### config.mk
export PLATFORM = sky130hd
export DESIGN_NAME = modout_timer
export DESIGN_NICKNAME = d
export VERILOG_FILES = /design/src/rtl/modout_pkg.sv /design/src/rtl/modout_regs.sv /design/src/rtl/modout_counter.sv /design/src/rtl/modout_shaper.sv /design/src/rtl/modout_timer.sv
export SDC_FILE = /design/constraint.sdc
export NUM_CORES = 1
export LEC_CHECK = 0
export ABC_AREA = 1
export ABC_CLOCK_PERIOD_IN_PS = 1600
export BUFFER_PORTS_ARGS = -buffer_cell sky130_fd_sc_hd__buf_4
export CORE_MARGIN = 1.5
export CORE_UTILIZATION = 45
export DETAILED_ROUTE_END_ITERATION = 10
export GPL_ROUTABILITY_DRIVEN = 0
export MAX_ROUTING_LAYER = met4
export PLACE_DENSITY = 0.62
export SYNTH_ARGS = -nofsm -noshare
export SYNTH_HDL_FRONTEND = slang
export SYNTH_SLANG_ARGS = --single-unit
export TNS_END_PERCENT = 10
### constraint.sdc
create_clock -name clk -period 1.6 [get_ports clk]
set_input_delay 0.16 -clock clk [delete_from_list [all_inputs] [get_ports clk]]
set_output_delay 0.16 -clock clk [all_outputs]
set_load 0.01 [all_outputs]
### src/rtl/modout_pkg.sv
// Shared definitions for the carrier modulator output timer.
// Assumes a 3-bit mode code where bit 0 selects the square wave and
// bit 1 selects the gated pulse; every other code stops the block.
package modout_pkg;

    localparam int MODE_BITS = 3;

    typedef enum logic [1:0] {
        MODE_IDLE   = 2'd0,
        MODE_SQUARE = 2'd1,
        MODE_GATED  = 2'd2
    } modout_mode_e;

    // Map a raw mode code onto the operating mode.
    function automatic modout_mode_e decode_mode(input logic [MODE_BITS-1:0] code);
        case (code)
            3'b001:  return MODE_SQUARE;
            3'b010:  return MODE_GATED;
            default: return MODE_IDLE;
        endcase
    endfunction

endpackage

### src/rtl/modout_regs.sv
// Software-visible state: the decoded mode and the reload value.
// Assumes write strobes last one cycle. A mode write produces a one-cycle
// restart pulse in the same cycle, for the counter and the output stage.
module modout_regs
    import modout_pkg::*;
#(
    parameter int CNT_W = 8
) (
    input  logic                 clk,
    input  logic                 rst_n,
    input  logic                 mode_we,
    input  logic [MODE_BITS-1:0] mode_wdata,
    input  logic                 reload_we,
    input  logic [CNT_W-1:0]     reload_wdata,
    output modout_mode_e         mode_q,
    output logic [CNT_W-1:0]     reload_q,
    output logic                 restart
);

    // Hold the decoded mode; reset selects the stopped mode.
    always_ff @(posedge clk) begin
        if (!rst_n)       mode_q <= MODE_IDLE;
        else if (mode_we) mode_q <= decode_mode(mode_wdata);
    end

    // Hold the reload value; the counter reads it only when it reloads.
    always_ff @(posedge clk) begin
        if (!rst_n)         reload_q <= '0;
        else if (reload_we) reload_q <= reload_wdata;
    end

    // Any mode write restarts the waveform.
    assign restart = mode_we;

endmodule

### src/rtl/modout_counter.sv
// Down-counter with parallel load. It stops at zero unless it is reloaded.
// Assumes load has priority over decrement.
module modout_counter #(
    parameter int CNT_W = 8
) (
    input  logic             clk,
    input  logic             rst_n,
    input  logic             load,
    input  logic             dec,
    input  logic [CNT_W-1:0] load_val,
    output logic [CNT_W-1:0] cnt_q,
    output logic             at_zero
);

    // Load, count down, or hold.
    always_ff @(posedge clk) begin
        if (!rst_n)                     cnt_q <= '0;
        else if (load)                  cnt_q <= load_val;
        else if (dec && cnt_q != '0)    cnt_q <= cnt_q - 1'b1;
    end

    // Flag the terminal count for the control logic.
    assign at_zero = (cnt_q == '0);

endmodule

### src/rtl/modout_shaper.sv
// Output flop with clear, set and toggle controls, in that priority.
// Assumes the controls are already qualified by the mode.
module modout_shaper (
    input  logic clk,
    input  logic rst_n,
    input  logic clr,
    input  logic set,
    input  logic toggle,
    output logic out_q
);

    // Update the output level from the prioritised controls.
    always_ff @(posedge clk) begin
        if (!rst_n)      out_q <= 1'b0;
        else if (clr)    out_q <= 1'b0;
        else if (set)    out_q <= 1'b1;
        else if (toggle) out_q <= ~out_q;
    end

endmodule

### src/rtl/modout_timer.sv
// Carrier modulator output timer (top).
// Square mode: toggles the output each time the counter wraps on a tick.
// Gated mode: a strobe from the external 16-bit timer starts a high
// pulse lasting reload+1 ticks.
// Assumes tick and t16_uflow are synchronous single-cycle enables.
module modout_timer
    import modout_pkg::*;
#(
    parameter int CNT_W = 8
) (
    input  logic                 clk,
    input  logic                 rst_n,
    input  logic                 tick,
    input  logic                 t16_uflow,
    input  logic                 mode_we,
    input  logic [MODE_BITS-1:0] mode_wdata,
    input  logic                 reload_we,
    input  logic [CNT_W-1:0]     reload_wdata,
    output logic                 mod_out
);

    modout_mode_e     mode_cur;
    logic [CNT_W-1:0] reload_q;
    logic [CNT_W-1:0] cnt_q;
    logic             restart;
    logic             at_zero;
    logic             out_q;
    logic             sq_run, gt_run;
    logic             sq_wrap, gt_fire, gt_end;
    logic             cnt_load, cnt_dec;
    logic             sh_clr, sh_set, sh_tgl;

    modout_regs #(.CNT_W(CNT_W)) i_regs (
        .clk          (clk),
        .rst_n        (rst_n),
        .mode_we      (mode_we),
        .mode_wdata   (mode_wdata),
        .reload_we    (reload_we),
        .reload_wdata (reload_wdata),
        .mode_q       (mode_cur),
        .reload_q     (reload_q),
        .restart      (restart)
    );

    // Qualify the counter and output controls by the current mode.
    always_comb begin
        sq_run   = (mode_cur == MODE_SQUARE);
        gt_run   = (mode_cur == MODE_GATED);
        sq_wrap  = sq_run && tick && at_zero;
        gt_fire  = gt_run && t16_uflow;
        gt_end   = gt_run && tick && at_zero && out_q && !t16_uflow;
        cnt_load = restart || sq_wrap || gt_fire;
        cnt_dec  = tick && (sq_run || (gt_run && out_q));
        sh_clr   = restart || (mode_cur == MODE_IDLE) || gt_end;
        sh_set   = gt_fire && !restart;
        sh_tgl   = sq_wrap && !restart;
    end

    modout_counter #(.CNT_W(CNT_W)) i_counter (
        .clk      (clk),
        .rst_n    (rst_n),
        .load     (cnt_load),
        .dec      (cnt_dec),
        .load_val (reload_q),
        .cnt_q    (cnt_q),
        .at_zero  (at_zero)
    );

    modout_shaper i_shaper (
        .clk    (clk),
        .rst_n  (rst_n),
        .clr    (sh_clr),
        .set    (sh_set),
        .toggle (sh_tgl),
        .out_q  (out_q)
    );

    assign mod_out = out_q;

endmodule

Word-level counts from Yosys, hierarchy flattened
Index checks and enable logic that the tools add are counted.
{"block": "word_totals", "register_bits": 19, "latchBits": 0, "ram_bits": 0, "rom_bits": 0, "word_cells": 41, "memories": 0}
{"block": "classes", "add_sub_neg": 1, "n_mul": 0, "div": 0, "order_cmp": 0, "n_eq_ne": 4, "n_shift": 0, "mux": 5, "bitwise_logic": 2, "n_reduce_logical": 25}
{"operator": "2-to-1 mux 8 bit", "count": 2}
{"operator": "logical AND 1 bit", "count": 12}
{"operator": "logical NOT 8 bit", "count": 1}
{"operator": "nonzero test 8 bit", "count": 1}
{"operator": "subtractor 8 x 1 -> 8 bit (second input constant)", "count": 1}
{"operator": "logical OR 1 bit", "count": 5}
{"operator": "case mux 2 bit (2 select lines)", "count": 1}
{"operator": "nonzero test 2 bit", "count": 2}
{"operator": "== test 3 x 1 -> 1 bit (second input constant)", "count": 1}
{"operator": "== test 3 x 2 -> 1 bit (second input constant)", "count": 1}
{"operator": "== test 2 x 1 -> 1 bit (second input constant)", "count": 1}
{"operator": "== test 2 bit (second input constant)", "count": 1}
{"operator": "logical NOT 1 bit", "count": 2}
{"operator": "logical NOT 2 bit", "count": 1}
{"operator": "2-to-1 mux 1 bit", "count": 2}
{"operator": "NOT 1 bit", "count": 2}
{"operator": "OR reduction 2 bit", "count": 1}

Logic depth before layout (Yosys ltp)
Gate-level depths: netlist of the first run.
{"block": "depth", "word_depth": 7, "ltp_mapped": 10}

Modules after synthesis
Synthesis of the first run repeated with hierarchy kept, for this count alone.
{"block": "hier_totals", "hier_cells": 183, "hier_area_um2": 1104.8}
{"mod": "modout_counter", "instances": 1, "cells_each": 104, "area_per_inst_um2": 600.6, "seq_area_each_um2": 160.2}
{"mod": "modout_regs", "instances": 1, "cells_each": 49, "area_per_inst_um2": 362.8, "seq_area_each_um2": 200.2}
{"mod": "modout_timer", "instances": 1, "cells_each": 19, "area_per_inst_um2": 80.1, "seq_area_each_um2": 0.0}
{"mod": "modout_shaper", "instances": 1, "cells_each": 11, "area_per_inst_um2": 61.3, "seq_area_each_um2": 20.0}

Worst setup path before layout of the first run
OpenSTA, ideal clock, no wires.
{"block": "synth_timing", "path_kind": "register to register", "startpoint": "register i_counter.cnt_q[0]", "endpoint": "register i_counter.cnt_q[2]", "setup_time_ps": 110, "arrival_ps": 1286, "required_ps": 1490, "slack_ps": 204, "stages_incl_launch_ff": 9, "n_path_buf": 0, "period_less_slack_ps": 1396, "cell_sequence": "dfxtp_1 -> inv_1 -> ha_1 -> nand2_1 -> o21ai_4 -> nand2_2 -> or2_0 -> nand3_1 -> inv_1"}
{"block": "synth_via", "elab_chain_len": 5, "elab_cells_between_ends": 10}
{"element": "start: declaration", "line_no": "modout_counter.sv:11", "rtl": "output logic [CNT_W-1:0] cnt_q,"}
{"element": "start signal: assignment", "line_no": "modout_counter.sv:18", "rtl": "else if (load) cnt_q <= load_val;"}
{"element": "start signal: assignment", "line_no": "modout_counter.sv:19", "rtl": "else if (dec && cnt_q != '0) cnt_q <= cnt_q - 1'b1;"}
{"element": "parallel branches: the longest is 5 deep, another holds subtractor 8 x 1 -> 8 bit"}
Several ways; the timed one is not identified. The select of a mux whose other input is x is not followed.
A chain may end at the register's enable or synchronous reset.

Final worst setup path of the first run
{"block": "layout_timing", "startpoint": "register i_counter.cnt_q[1]", "endpoint": "register i_counter.cnt_q[5]"}
Same word-level chain as after synthesis.

==> summary.md, run 1 <==
| Metric | Value |
|---|---|
| Synth Area in Compound Gates | 13.77% |
| Post-Syn Instances | 163 |
| Top cells by count, synth | 29 x nand2_1, 26 x nand3_1, 24 x inv_1 |
| Synthesized cell area | 0.001136 mm2 |
| Syn Nets | 182 |
| Drt drc | 0 |
| First-pass detailed-route iteration total | 4 |
| Vias in the first global route | 961 |
| H-tree depth | 1 |
| Post-CTS Setup Repair Bufs | 0 |
| Die Ht | 53.25 um |
| Total Routing Usage GR | 20.06% |
| Filler instances | 259 |
| Worst hold start | reload_wdata[2] |
| Relative slew margins | 74.93% |
| Port Buf Inserts | 17 |
| Syn Area/Cell | 6.970 um2 |
| HP Class | in2reg |
| Power per Cell Area | 808.9 mW/mm2 |
| Clk pwr share | 23.5% |
| Longest Clk Path Bufs | 2 |
| Fmax | 695.6 MHz |
| Placed Cells incl. Taps | 210 |
| Max-Cap Viols | 0 |
| Status | complete, no violations |
| Critical R2R Launch | i_counter.cnt_q[1] |
| Top-count cell post-synth | nand2_1 |
| Switching pwr | 358.9 uW |
| Main combinational cell family by area after synthesis | simple AND/OR/NAND/NOR gates |
| Worst-path clk slew | 0.12 ns |
| Global-route wire length before repair | 4064 um |
| Nets | 204 |
| Comb power frac | 27.1% |
| Largest net degree at the start of global routing | 14 |
| Top cells by area, synth | dfxtp_1 33%, nand3_1 11%, nand2_1 9.6% |
| Register area share after synthesis | 33.48% |
| Tightest Pin Transition | 0.3741 ns |
| Adder-Cell Fraction of Synth Area | 2.203% |
| Total number of vias | 1092 |
| CP most frequent cell | nand2_4 |
| Clock insertion delay at the later pin of the skew report | 0.30 ns |
| Average routed wire per standard cell | 11.38 um |
| ANT nets after route | 0 |
| Row cnt | 18 |
| Fin crit period | 1.438 ns |
| Worst R2R Path Depth | 9 |
| Setup TNS | 0 ns |
| Post-Synth Simple-Gate Area | 39.87% |
| TritonCTS buffer count | 3 |
| XOR/XNOR Fraction of Synth Area | 0.7709% |
| Switching Fraction | 33.05% |
| Reg2reg end | i_counter.cnt_q[5] |
| R2R setup slack | 0.16 ns |
| Count of pins over their slew limit | 0 |
| CTS tree | built |
| Die ar. | 0.002835 mm2 |
| Fin crit share | 89.85% |
| # setup viols final | 0 |
| Yosys warns | 0 |
| # IOs | 18 |
| Yosys top cell area share | 33.48% |
| Final Hold Vio Count | 0 |
| Initial antenna violation count | 0 |
| Initial Utilization | 46.71% |
| Most used DFF post-synth | dfxtp_1 |
| Total power | 1086 uW |
| DP HPWL | 1890 um |
| P_int | 727.1 uW |
| Min-Delay Endpoint | i_regs.reload_q[2] |
| Synthesis-to-layout area growth | 18.17% |
| Yosys cell types | 25 |
| Startpoint types | flop |
| CP required | 1.80 ns |
| Hold path cells | 3 |
| Clock sinks | 19 |
| Initial DRC Count | 15 |
| Crit-path max FO | 9 |
| Critical path arrival | 1.64 ns |
| Leakage power | 0.0006527 uW |
| #FFs+latches synth | 19 |
| Final wirelength | 2435 um |
| Multi-input gate area | 654.4 um2 |
| Total grt overflow | 0 |
| Reg area | 380.4 um2 |
| Non-filler instance count after layout | 214 |
| Ys async rst share | 0% |
| Root buf cell | clkbuf_4 |
| Mux share of post-synthesis cell area | 0% |
| VDD IR max | 0.4804 mV |
| Antenna diode instance count | 0 |
| Reg power frac | 49.4% |
| Crit path capture type | flop |
| Worst path cell trace | inv_1 -> ha_1 -> nand2_2 -> nor2_4 -> nand2_4 -> nand2_4 -> nand2_1 -> nand3_1 -> a21oi_2 |
| Setup Skew | 0.005317 ns |
| CP peak stage delay | 0.35 ns |
| Largest area contributor in the netlist | dfxtp_1 |
| Post-DR vias/cell | 5.103 |
| Number of synthesized flops with an enable pin | 0 |
| Die width | 53.25 um |
| Slowest cell on the critical path | dfxtp_1 |
| RSZ-0062 raised after global routing | no |
| Share of cells above drive strength 1 | 21.74% |
| Setup Crit Path Kind | reg2reg |
| Core Box Area | 0.002432 mm2 |
-- worst max path at each step --
| stage | from | endpoint | slack (ns) |
|---|---|---|---|
| CTS | i_counter.cnt_q[1] | i_counter.cnt_q[2] | 0.09 |
| finish | i_counter.cnt_q[1] | i_counter.cnt_q[5] | 0.16 |
| detailed placement | i_counter.cnt_q[1] | i_counter.cnt_q[2] | 0.12 |
| global route | i_counter.cnt_q[1] | i_counter.cnt_q[2] | 0.04 |
| global placement | i_counter.cnt_q[1] | i_counter.cnt_q[2] | 0.18 |
| floorplan | i_counter.cnt_q[0] | i_counter.cnt_q[2] | 0.20 |
-- routing by layer --
layer  track usage, %  wire [um]  vias up
met2            32.72       1130       23
met3            3.672         91        4
li1                 -          -      579
met1            25.17       1185      486
met4            5.983         27        0
met5                -          0        -
-- registers in the layout (all words and copies together), names as in the netlist --
| name | cells |
|---|---|
| i_counter.cnt_q | 8 |
| i_regs.reload_q | 8 |
| i_regs.mode_q | 2 |
| i_shaper.out_q | 1 |
-- logic make-up (layout without fill, tap and decap cells) --
family | count (synthesis) | in the layout
AO/OA/AOI/OAI | 27 | 27
AND/OR/NAND/NOR | 86 | 86
buffers and inverters | 28 | 49
adder cells (fa/ha/maj) | 2 | 2
flip-flops | 19 | 19
XOR/XNOR | 1 | 1
-- repair_timing --
item	4_1_cts	5_1_grt
endpoints found under the setup margin	0	3
gates resized for setup	0	3
hold buffers	0	0
-- critical path: cells and delay by family (launching register included) --
| kind | cells | cell delay (ns) |
|---|---|---|
| AOI/OAI and AO/OA | 1 | 0.06 |
| adders and majority gates | 1 | 0.16 |
| buffers and inverters | 1 | 0.08 |
| DFF | 1 | 0.35 |
| and+or+nand+nor | 6 | 0.68 |
-- layout by cell type, fill, tap and decap left out, types with 3 or more instances in the layout --
cell      instances
nand2_1          28
nand3_1          26
inv_1            24
buf_4            20
dfxtp_1          19
nor2_1           12
o21ai_0          10
a21oi_1          10
nand4_1           6
nand2_4           4
nand2_2           3
a21oi_2           3
clkbuf_4          3
-- area by class of cell --
cell class / count / area share [%]
Clock buffer: 4 / 1.957
Inverter: 25 / 6.990
Multi-Input combinational cell: 116 / 48.74
Sequential cell: 19 / 28.33
Tap cell: 30 / 2.796
Timing Repair Buffer: 20 / 11.18
-- stage by stage --
stage | cell area, um2 | hold slack [ns] | setup WS [ns] | utilization [%]
final | 1343 | 0.07385 | 0.1623 | 55.20
after detailed placement | 1305 | 0.3901 | 0.1213 | 53.65
after global placement | 1305 | 0.3830 | 0.1784 | 53.65
after floorplan | 1136 | 0.2949 | 0.2036 | -
after global routing | 1343 | 0.06967 | 0.04244 | 55.20
after CTS | 1331 | 0.06744 | 0.09372 | 54.73
-- power by group through the flow --
stage / registers [uW] / logic [uW] / clock network [uW]
after global routing: 541 / 330 / 285
after global placement: 547 / 285 / 0
after detailed placement: 548 / 288 / 0
final: 536 / 294 / 256
after CTS: 537 / 290 / 267
after floorplan: 542 / 216 / 0
Power figures use the tool's default switching activity.
==> run 2, diff against run 1 <==
- CORE_ASPECT_RATIO: not set -> 0.5
- CORE_UTILIZATION: 45 -> 40
- PLACE_DENSITY: 0.62 -> 0.56
==> run 2 against run 1 <==
Compared with the run above: sequential share of layout area fell by 0.47 points; cell count increased by 3.3%; critical path depth fell by 1; first-iteration DRC count increased by 150%; clock-buffer cell count is 1 lower; sequential power about the same; die area is 12% higher; wire length increased by 2.6%; flip-flop and latch count stayed put; critical path type unchanged; highest routed layer unchanged.
==> summary.md, run 2 (synthesized netlist as in run 1, its figures left out) <==
| Metric | Value |
|---|---|
| Leakage power | 0.0006585 uW (was 0.0006527 uW) |
| Initial DRC Count | 37 (was 15) |
| Total grt overflow | 0 (unchanged) |
| Final wirelength | 2498 um (was 2435 um) |
| Most frequent cells in the layout | 28 x nand2_1, 26 x nand3_1, 24 x inv_1 (unchanged) |
| Total number of vias | 1072 (was 1092) |
| Hold path cells | 3 (unchanged) |
| Fin crit period | 1.475 ns (was 1.438 ns) |
| Clock insertion delay at the later pin of the skew report | 0.26 ns (was 0.30 ns) |
| Synthesis-to-layout area growth | 20.15% (was 18.17%) |
| Total Routing Usage GR | 18.56% (was 20.06%) |
| Worst R2R Path Depth | 8 (was 9) |
| P_int | 804.9 uW (was 727.1 uW) |
| Worst setup path start | i_counter.cnt_q[1] (unchanged) |
| TritonCTS buffer count | 3 (unchanged) |
| R2R setup slack | 0.12 ns (was 0.16 ns) |
| Row cnt | 13 (was 18) |
| Clock sinks | 19 (unchanged) |
| Global-route wire length before repair | 4250 um (was 4064 um) |
| Die Ht | 40.69 um (was 53.25 um) |
| Port Buf Inserts | 17 (unchanged) |
| # IOs | 18 (unchanged) |
| Setup TNS | 0 ns (unchanged) |
| Commonest non-fill, non-tap cell in the layout | nand2_1 (unchanged) |
| # setup viols final | 0 (unchanged) |
| Critical R2R Launch | i_counter.cnt_q[1] (unchanged) |
| HP Class | in2reg (unchanged) |
| Crit-path max FO | 12 (was 9) |
| DP HPWL | 1891 um (was 1890 um) |
| Die ar. | 0.003188 mm2 (was 0.002835 mm2) |
| Reg2reg end | i_counter.cnt_q[2] (was i_counter.cnt_q[5]) |
| H-tree depth | 1 (unchanged) |
| Fin crit share | 92.20% (was 89.85%) |
| Switching Fraction | 32.23% (was 33.05%) |
| Switching pwr | 382.7 uW (was 358.9 uW) |
| VDD IR max | 0.4156 mV (was 0.4804 mV) |
| Clk pwr share | 29.9% (was 23.5%) |
| Die width | 78.37 um (was 53.25 um) |
| Worst hold start | reload_wdata[1] (was reload_wdata[2]) |
| Share of cells above drive strength 1 | 21.74% (unchanged) |
| Average routed wire per standard cell | 11.30 um (was 11.38 um) |
| Setup Crit Path Kind | reg2reg (unchanged) |
| First-pass detailed-route iteration total | 4 (unchanged) |
| Tightest Pin Transition | 0.3648 ns (was 0.3741 ns) |
| Initial antenna violation count | 0 (unchanged) |
| Critical path arrival | 1.64 ns (about the same) |
| Dpl ws | 0.1171 ns (was 0.1213 ns) |
| CTS tree | built (unchanged) |
| Nets | 204 (unchanged) |
| Worst-path clk slew | 0.08 ns (was 0.12 ns) |
| Setup Skew | 0.002882 ns (was 0.005317 ns) |
| Post-CTS Setup Repair Bufs | 0 (unchanged) |
| Largest net degree at the start of global routing | 14 (unchanged) |
| Drt drc | 0 (unchanged) |
| Relative slew margins | 75.55% (was 74.93%) |
| Min-Delay Endpoint | i_regs.reload_q[1] (was i_regs.reload_q[2]) |
| Crit path capture type | flop (unchanged) |
| Post-DR vias/cell | 4.851 (was 5.103) |
| Root buf cell | clkbuf_8 (was clkbuf_4) |
| CP required | 1.77 ns (was 1.80 ns) |
| Status | complete, no violations (unchanged) |
| Power per Cell Area | 870.0 mW/mm2 (was 808.9 mW/mm2) |
| Final WS setup | 0.1248 ns (was 0.1623 ns) |
| Leading registers by flop count | i_counter.cnt_q: 8 flops, i_regs.reload_q: 8 flops, i_regs.mode_q: 2 flops (unchanged) |
| Fmax | 677.9 MHz (was 695.6 MHz) |
| ANT nets after route | 0 (unchanged) |
| Core Box Area | 0.002651 mm2 (was 0.002432 mm2) |
| Longest Clk Path Bufs | 2 (unchanged) |
| Antenna diode instance count | 0 (unchanged) |
| RSZ-0062 raised after global routing | no (unchanged) |
| Initial Utilization | 42.85% (was 46.71%) |
| Startpoint types | flop (unchanged) |
| Count of pins over their slew limit | 0 (unchanged) |
| Reg power frac | 45.1% (was 49.4%) |
| Max-Cap Viols | 0 (unchanged) |
| Vias in the first global route | 970 (was 961) |
| Final Hold Vio Count | 0 (unchanged) |
| Comb power frac | 25.0% (was 27.1%) |
==> run 2: cell count changes in the layout (fill, tap and decap cells not counted), sizes merged <==
cell	change
clkbuf	-1
clkinvlp	+1
==> run 2: metrics by stage <==
| stage | hold slack (ns) | total power [uW] | util [%] | area (um2) | instances |
|---|---|---|---|---|---|
| final | 0.1116 | 1188 | 51.49 | 1365 | 221 |
| after global routing | 0.1385 | 1267 | 51.49 | 1365 | 221 |
| after CTS | 0.1075 | 1203 | 51.39 | 1363 | 221 |
| after detailed placement | 0.3893 | 838.3 | 49.55 | 1314 | 217 |
| after global placement | 0.3789 | 836.0 | 49.55 | 1314 | 217 |
| after floorplan | 0.2949 | 757.7 | - | 1136 | 163 |
==> run 2: power by group through the flow <==
stage	combinational (uW)	clock [uW]	sequential (uW)
after CTS	294	372	536
after floorplan	216	0	542
after global routing	339	389	539
final	297	355	536
after detailed placement	291	0	547
after global placement	289	0	546
==> run 2: layer usage <==
metal	vias to the layer above	global-route usage (%)	wire length, um
met5	-	-	0
met4	0	2.679	16
met3	2	5.333	148
met2	29	32.83	995
met1	465	22.46	1337
li1	576	-	-
==> run 2: timing repair <==
action | CTS | global route
setup endpoints to repair | 0 | 3
resized for setup | 0 | 1
hold buffers | 0 | 0
==> run 2: final cells by class <==
cell class,count,area (um2)
multi-input combinational,116,645.6
tap,37,46.29
clock inverter,1,7.507
timing repair buffer,20,150.1
sequential,19,380.4
clock buffer,3,41.29
inverter,25,93.84
fill,270,1286
==> run 2: worst max path at each step <==
stage	to	slack [ns]	depth (start not counted)
2_1_floorplan	i_counter.cnt_q[2]	0.20	8
3_3_place_gp	i_counter.cnt_q[2]	0.14	8
3_5_place_dp	i_counter.cnt_q[2]	0.12	8
4_1_cts	i_counter.cnt_q[2]	0.09	8
5_1_grt	i_counter.cnt_q[2]	0.04	8
6_report	i_counter.cnt_q[2]	0.12	8
==> run 2: critical path, cell delays in order, from the launching register on <==
cell     delay [ns]
dfxtp_1        0.34
inv_1          0.08
ha_1           0.16
nand2_2        0.10
o21ai_4        0.17
nand2_2        0.17
or2_0          0.25
nand3_1        0.08
inv_1          0.04
